**src/rtl/irqf_pkg.sv**
```systemverilog
package irqf_pkg;
  localparam int unsigned FSEL_W = 4;

  typedef struct packed {
    logic              irq_mode;
    logic              auto_clr;
    logic              bat_quiet;
    logic [FSEL_W-1:0] fsel;
  } irqf_cfg_t;

  localparam irqf_cfg_t CFG_RESET = '{irq_mode: 1'b0, auto_clr: 1'b0,
                                      bat_quiet: 1'b0, fsel: 4'h1};
endpackage

```
**src/rtl/irqf_cfg_reg.sv**
```systemverilog
module irqf_cfg_reg
  import irqf_pkg::*;
(
  input  logic      clk,
  input  logic      rst_n,
  input  logic      load_i,
  input  irqf_cfg_t cfg_i,
  output irqf_cfg_t cfg_o,
  output logic      valid_o
);
  irqf_cfg_t cfg_q, cfg_d;
  logic      valid_q, valid_d;

  always_comb begin
    cfg_d   = cfg_q;
    valid_d = valid_q;
    if (load_i) begin
      cfg_d   = cfg_i;
      valid_d = 1'b1;
    end
  end

  always_ff @(posedge clk or negedge rst_n) begin
    if (!rst_n) begin
      cfg_q   <= CFG_RESET;
      valid_q <= 1'b0;
    end else begin
      cfg_q   <= cfg_d;
      valid_q <= valid_d;
    end
  end

  assign cfg_o   = cfg_q;
  assign valid_o = valid_q;
endmodule

```
**src/rtl/irqf_pulse_timer.sv**
```systemverilog
module irqf_pulse_timer #(
  parameter int unsigned TICKS = 250,
  localparam int unsigned CNT_W = $clog2(TICKS + 1)
) (
  input  logic             clk,
  input  logic             rst_n,
  input  logic             fire_i,
  input  logic             tick_i,
  output logic             active_o,
  output logic [CNT_W-1:0] cnt_o
);
  logic [CNT_W-1:0] cnt_q, cnt_d;
  logic             idle;

  assign idle = (cnt_q == '0);

  always_comb begin
    cnt_d = cnt_q;
    if (idle && fire_i)
      cnt_d = CNT_W'(TICKS);
    else if (!idle && tick_i)
      cnt_d = cnt_q - 1'b1;
  end

  always_ff @(posedge clk or negedge rst_n) begin
    if (!rst_n) cnt_q <= '0;
    else        cnt_q <= cnt_d;
  end

  assign active_o = !idle;
  assign cnt_o    = cnt_q;
endmodule

```
**src/rtl/irqf_tap_mux.sv**
```systemverilog
module irqf_tap_mux
  import irqf_pkg::*;
#(
  parameter int unsigned NTAPS = 15
) (
  input  logic [NTAPS-1:0]  taps_i,
  input  logic [FSEL_W-1:0] fsel_i,
  output logic              en_o,
  output logic              level_o
);
  logic [NTAPS-1:0] hit;

  for (genvar g = 0; g < NTAPS; g++) begin : g_hit
    assign hit[g] = (fsel_i == FSEL_W'(g + 1));
  end

  assign en_o    = (fsel_i != '0);
  assign level_o = ~|(hit & ~taps_i);
endmodule

```
**src/rtl/irq_fout_ctrl.sv**
```systemverilog
module irq_fout_ctrl
  import irqf_pkg::*;
#(
  parameter int unsigned NTAPS       = 15,
  parameter int unsigned PULSE_TICKS = 250,
  localparam int unsigned CNT_W      = $clog2(PULSE_TICKS + 1)
) (
  input  logic             clk,
  input  logic             rst_n,
  input  logic             cfg_load_i,
  input  logic             cfg_irq_mode_i,
  input  logic             cfg_auto_clr_i,
  input  logic             cfg_bat_quiet_i,
  input  logic [3:0]       cfg_fsel_i,
  input  logic             alarm_evt_i,
  input  logic             alarm_stat_i,
  input  logic             bat_mode_i,
  input  logic             tick_i,
  input  logic [NTAPS-1:0] taps_i,
  input  logic             stat_rd_done_i,
  output logic             pin_pull_low_o,
  output logic             clr_alarm_o,
  output logic             clr_lowsup_o,
  output logic             clr_lbat_hi_o,
  output logic             clr_lbat_lo_o
);
  // reset: asserted asynchronously, released after two clock edges
  logic [1:0] rst_sync_q;
  logic       rst_int_n;

  always_ff @(posedge clk or negedge rst_n) begin
    if (!rst_n) rst_sync_q <= 2'b00;
    else        rst_sync_q <= {rst_sync_q[0], 1'b1};
  end
  assign rst_int_n = rst_sync_q[1];

  irqf_cfg_t cfg_in, cfg_q;
  logic      cfg_ok;

  assign cfg_in = '{irq_mode: cfg_irq_mode_i, auto_clr: cfg_auto_clr_i,
                    bat_quiet: cfg_bat_quiet_i, fsel: cfg_fsel_i};

  irqf_cfg_reg u_cfg (
    .clk    (clk),
    .rst_n  (rst_int_n),
    .load_i (cfg_load_i),
    .cfg_i  (cfg_in),
    .cfg_o  (cfg_q),
    .valid_o(cfg_ok)
  );

  logic             pulse_fire, pulse_on;
  logic [CNT_W-1:0] pulse_cnt;

  assign pulse_fire = cfg_ok && cfg_q.irq_mode && alarm_evt_i;

  irqf_pulse_timer #(.TICKS(PULSE_TICKS)) u_pulse (
    .clk     (clk),
    .rst_n   (rst_int_n),
    .fire_i  (pulse_fire),
    .tick_i  (tick_i),
    .active_o(pulse_on),
    .cnt_o   (pulse_cnt)
  );

  logic freq_en, freq_level;

  irqf_tap_mux #(.NTAPS(NTAPS)) u_mux (
    .taps_i (taps_i),
    .fsel_i (cfg_q.fsel),
    .en_o   (freq_en),
    .level_o(freq_level)
  );

  // standard-mode hold latch and output registers
  logic       hold_q, hold_d;
  logic       pin_q, pin_d;
  logic [3:0] clr_q, clr_d;

  always_comb begin
    hold_d = (cfg_ok && !cfg_q.irq_mode && alarm_evt_i) || (hold_q && alarm_stat_i);

    if (!cfg_ok)
      pin_d = 1'b0;
    else if (bat_mode_i && cfg_q.bat_quiet)
      pin_d = 1'b0;
    else if (freq_en)
      pin_d = !freq_level;
    else if (cfg_q.irq_mode)
      pin_d = pulse_on;
    else
      pin_d = hold_q;

    clr_d = {4{cfg_ok && cfg_q.auto_clr && stat_rd_done_i}};
  end

  always_ff @(posedge clk or negedge rst_int_n) begin
    if (!rst_int_n) begin
      hold_q <= 1'b0;
      pin_q  <= 1'b0;
      clr_q  <= 4'b0;
    end else begin
      hold_q <= hold_d;
      pin_q  <= pin_d;
      clr_q  <= clr_d;
    end
  end

  assign pin_pull_low_o = pin_q;
  assign clr_alarm_o    = clr_q[0];
  assign clr_lowsup_o   = clr_q[1];
  assign clr_lbat_hi_o  = clr_q[2];
  assign clr_lbat_lo_o  = clr_q[3];
endmodule

```
**config.mk**
```make
export PLATFORM = sky130hd
export DESIGN_NAME = irq_fout_ctrl
export DESIGN_NICKNAME = d
export VERILOG_FILES = /design/src/rtl/irqf_pkg.sv /design/src/rtl/irqf_cfg_reg.sv /design/src/rtl/irqf_pulse_timer.sv /design/src/rtl/irqf_tap_mux.sv /design/src/rtl/irq_fout_ctrl.sv
export SDC_FILE = /design/constraint.sdc
export NUM_CORES = 1
export LEC_CHECK = 0
export BUFFER_PORTS_ARGS = -buffer_cell sky130_fd_sc_hd__buf_2
export CAP_MARGIN = 40
export CORE_MARGIN = 1
export CORE_UTILIZATION = 53
export DETAILED_ROUTE_END_ITERATION = 10
export PLACE_DENSITY = 0.82
export SETUP_SLACK_MARGIN = 0.1
export SLEW_MARGIN = 30
export SYNTH_ARGS = -nofsm -noshare
export SYNTH_HDL_FRONTEND = slang
export SYNTH_SLANG_ARGS = --single-unit
```
**constraint.sdc**
```tcl
create_clock -name clk -period 1.5 [get_ports clk]
set_input_delay 0.45 -clock clk [delete_from_list [all_inputs] [get_ports clk]]
set_output_delay 0.45 -clock clk [all_outputs]
set_load 0.01 [all_outputs]
```
==> impl_metrics.ini <==
[run_status]
outcome = complete, but fails checks
violations = negative setup slack

[sta]
period_share = 1.06
max_freq_ghz = 0.630
finalHoldViolCount = 0
setup_viol = 7
layout_setup_ws_ps = -87.7
skew_ps = 2.52
timing.final.crit_period_ps = 1590
rsz0062_at_grt = true
drv_slew = 0

[setup_path]
start_kind = flip-flop
cp.required_ps = 1710
path_class = reg2reg
rr_worst_depth = 6
critPathMaxFanout = 4
cp.arrival_ps = 1800
worstPathCellList = inv_2, ha_4, or3b_4, o211ai_1, xor2_1, nand2_1
cpLargestDelayFamily = simple AND/OR/NAND/NOR gates
crit_start = u_pulse.cnt_o[0]
ff2ff_setup_slack_ps = -90
cp_num_buf_inv = 1
cp_slowest_cell = dfrtp_1
r2r-start = u_pulse.cnt_o[0]
r2r_end = u_pulse.cnt_o[3]
cp-end-kind = flip-flop
max_stage_delay_ps = 420

[floorplan]
start_util = 0.565
die_h_um = 48.0
num_rows = 16
ios = 35
coreArea_mm2 = 0.00198
die_x_um = 48.0
dieArea_mm2 = 0.00230

[cts]
htreeDepth = 1
insertion_delay_ps = 310
cts.sinks = 21
cts_tree = yes
numCtsBuffers = 3
worst_setup_hold_path_clk_slew_ps = 120
clk_path_buf_depth = 2
cts_root_buf = clkbuf_4

[power]
power.density_mw_per_mm2 = 1340
p_clk_frac = 0.143
intPower_w = 0.00127
ir_worst_vdd_uv = 1050
leakagePower_nw = 0.684
netSwitchingPower_w = 0.000707
power.total_w = 0.00197
p_sw_frac = 0.358
power_frac_comb = 0.415
seqPwrFrac = 0.441

[route]
wl_um = 2470
drtIter0Drc = 11
dr_total_vias = 961
avgViaCountPerCell = 5.31
drtAntennaViolNets = 0
drtPass1Iterations = 4
wl_per_cell_um = 13.7
drc = 0

[logic_synthesis]
syn_inst = 108
synth_edf_count = 0
syn_nets = 140
syn_area_mm2 = 0.00112
ys_seq_elements = 21
synth_cell_types = 35
ys_seq_area_frac = 0.470
synth_warnings = 0
syn_area_per_cell_um2 = 10.4
ys.flop_type = dfrtp_1
async_flop_share = 1.00

[cells_and_area]
nFillCells = 158
regArea_um2 = 527
drive_gt1_frac = 0.494
multi_input_area_um2 = 584
num_antenna_cells = 0
final_area_mm2 = 0.00147
nNetsFinal = 187
area_growth_pct = 31.5

[global_routing]
grt_util_all_layers = 0.229
grt_max_degree = 20
first_global_vias = 875
grt_pass1_wl_um = 3530
antenna_found_initial = 0
overflow = 0

[hold_path]
hold_path.class = reg2async

[placed_design]
place_area_mm2 = 0.00141
portBuffers = 34
gp_congestion = 0.871
dpl.hpwl_um = 1840

[run]
maxCapViolations = 0
[stage by stage]
step           std cells  hold WS [ps]   util  setup TNS (ps)  worst slack [ps]
3_5_place_dp         175           203  0.710            -584              -174
4_1_cts              180           215  0.738            -345             -98.9
6_report             181           204  0.743            -306             -87.7
2_1_floorplan        108           154      -            -159             -57.5
5_1_grt              181           247  0.743            -764              -137
3_3_place_gp         175           196  0.710            -103             -37.8
[synthesized netlist by cell type, types with 3 or more instances]
cell | instances | area, µm²
o21ai_0 | 7 | 35.0
a31oi_1 | 3 | 18.8
nor3_1 | 3 | 15.0
mux2_2 | 9 | 101
xor2_1 | 3 | 26.3
a21oi_1 | 3 | 15.0
and3_1 | 3 | 18.8
clkbuf_1 | 4 | 15.0
dfrtp_1 | 20 | 500
nor3b_1 | 6 | 45.0
nand2_1 | 10 | 37.5
buf_4 | 3 | 22.5
inv_1 | 4 | 15.0
nor2_1 | 6 | 22.5
[flip-flops by register name (all words and copies together), names as in the netlist]
name,cells
u_cfg.cfg_o,7
clr_q,1
hold_q,1
u_cfg.valid_o,1
rst_sync_q,2
pin_pull_low_o,1
u_pulse.cnt_o,8
[area by class of cell]
cell class              count  area share
well taps                  27      0.0229
flip-flops and latches     21       0.358
repair buffers             49       0.194
clock buffers               3      0.0153
inverters                   4      0.0102
multi-input cells          76       0.397
clock inverters             1     0.00340
[kinds of logic (layout without fill, tap and decap cells)]
logic type               count (synthesis)  after routing  share of synthesized area
other                                    1              1                    0.00335
adder cells (fa/ha/maj)                  2              2                     0.0223
AND/OR/NAND/NOR                         38             38                      0.189
AO/OA/AOI/OAI                           20             20                      0.117
multiplexers                            11             11                      0.120
buffers and inverters                   11             57                     0.0469
XOR/XNOR                                 4              4                     0.0313
flip-flops                              21             21                      0.470
[placed cells by master (no fill, tap or decap), types with 2 or more instances in the layout]
cell / count
buf_2: 34
dfrtp_1: 20
buf_4: 14
nand2_1: 10
mux2_2: 9
o21ai_0: 5
nor2_1: 5
nor3b_1: 4
and3_1: 3
a21oi_1: 3
a31oi_1: 3
xor2_1: 3
clkbuf_4: 3
inv_2: 2
inv_1: 2
nor3b_2: 2
o211ai_1: 2
nor3_1: 2
o21ai_1: 2
[per-layer routing]
layer  vias up  GRT usage  wire length (µm)
met5         -          0                 0
met4         0      0.133                64
met2        30      0.443              1350
met1       454      0.233               975
li1        470          -                 -
met3         7     0.0226                82
[power by group through the flow]
stage                     Sequential, W  Combinational [W]  Clock, W
after floorplan                0.000866           0.000432         0
after global placement         0.000864           0.000706         0
after detailed placement       0.000874           0.000743         0
after CTS                      0.000867           0.000793  0.000290
after global routing           0.000889           0.000894  0.000305
final                          0.000871           0.000820  0.000283
[worst reg2reg max path, stage by stage, from the launching register on]
cell and delay (ps):
dfrtp_1 420, inv_2 80, ha_4 140, or3b_4 410, o211ai_1 210, xor2_1 170, nand2_1 60
[repair_timing]
item,4_1_cts,5_1_grt
buffers inserted,0,1
setup endpoints to repair,9,9
hold buffers,1,0
endpoints found under the hold margin,2,0
resized for setup,7,1
pin swaps,5,3
[worst max path at each step]
stage               cells after the start  slack (ps)          endpoint
floorplan                               5         -60    pin_pull_low_o
global placement                        6         -40  u_pulse.cnt_o[3]
detailed placement                      6        -170  u_pulse.cnt_o[4]
CTS                                     6        -100  u_pulse.cnt_o[3]
global route                            6        -140  u_pulse.cnt_o[3]
finish                                  6         -90  u_pulse.cnt_o[3]
No activity file was read; power rests on OpenSTA's default activity.
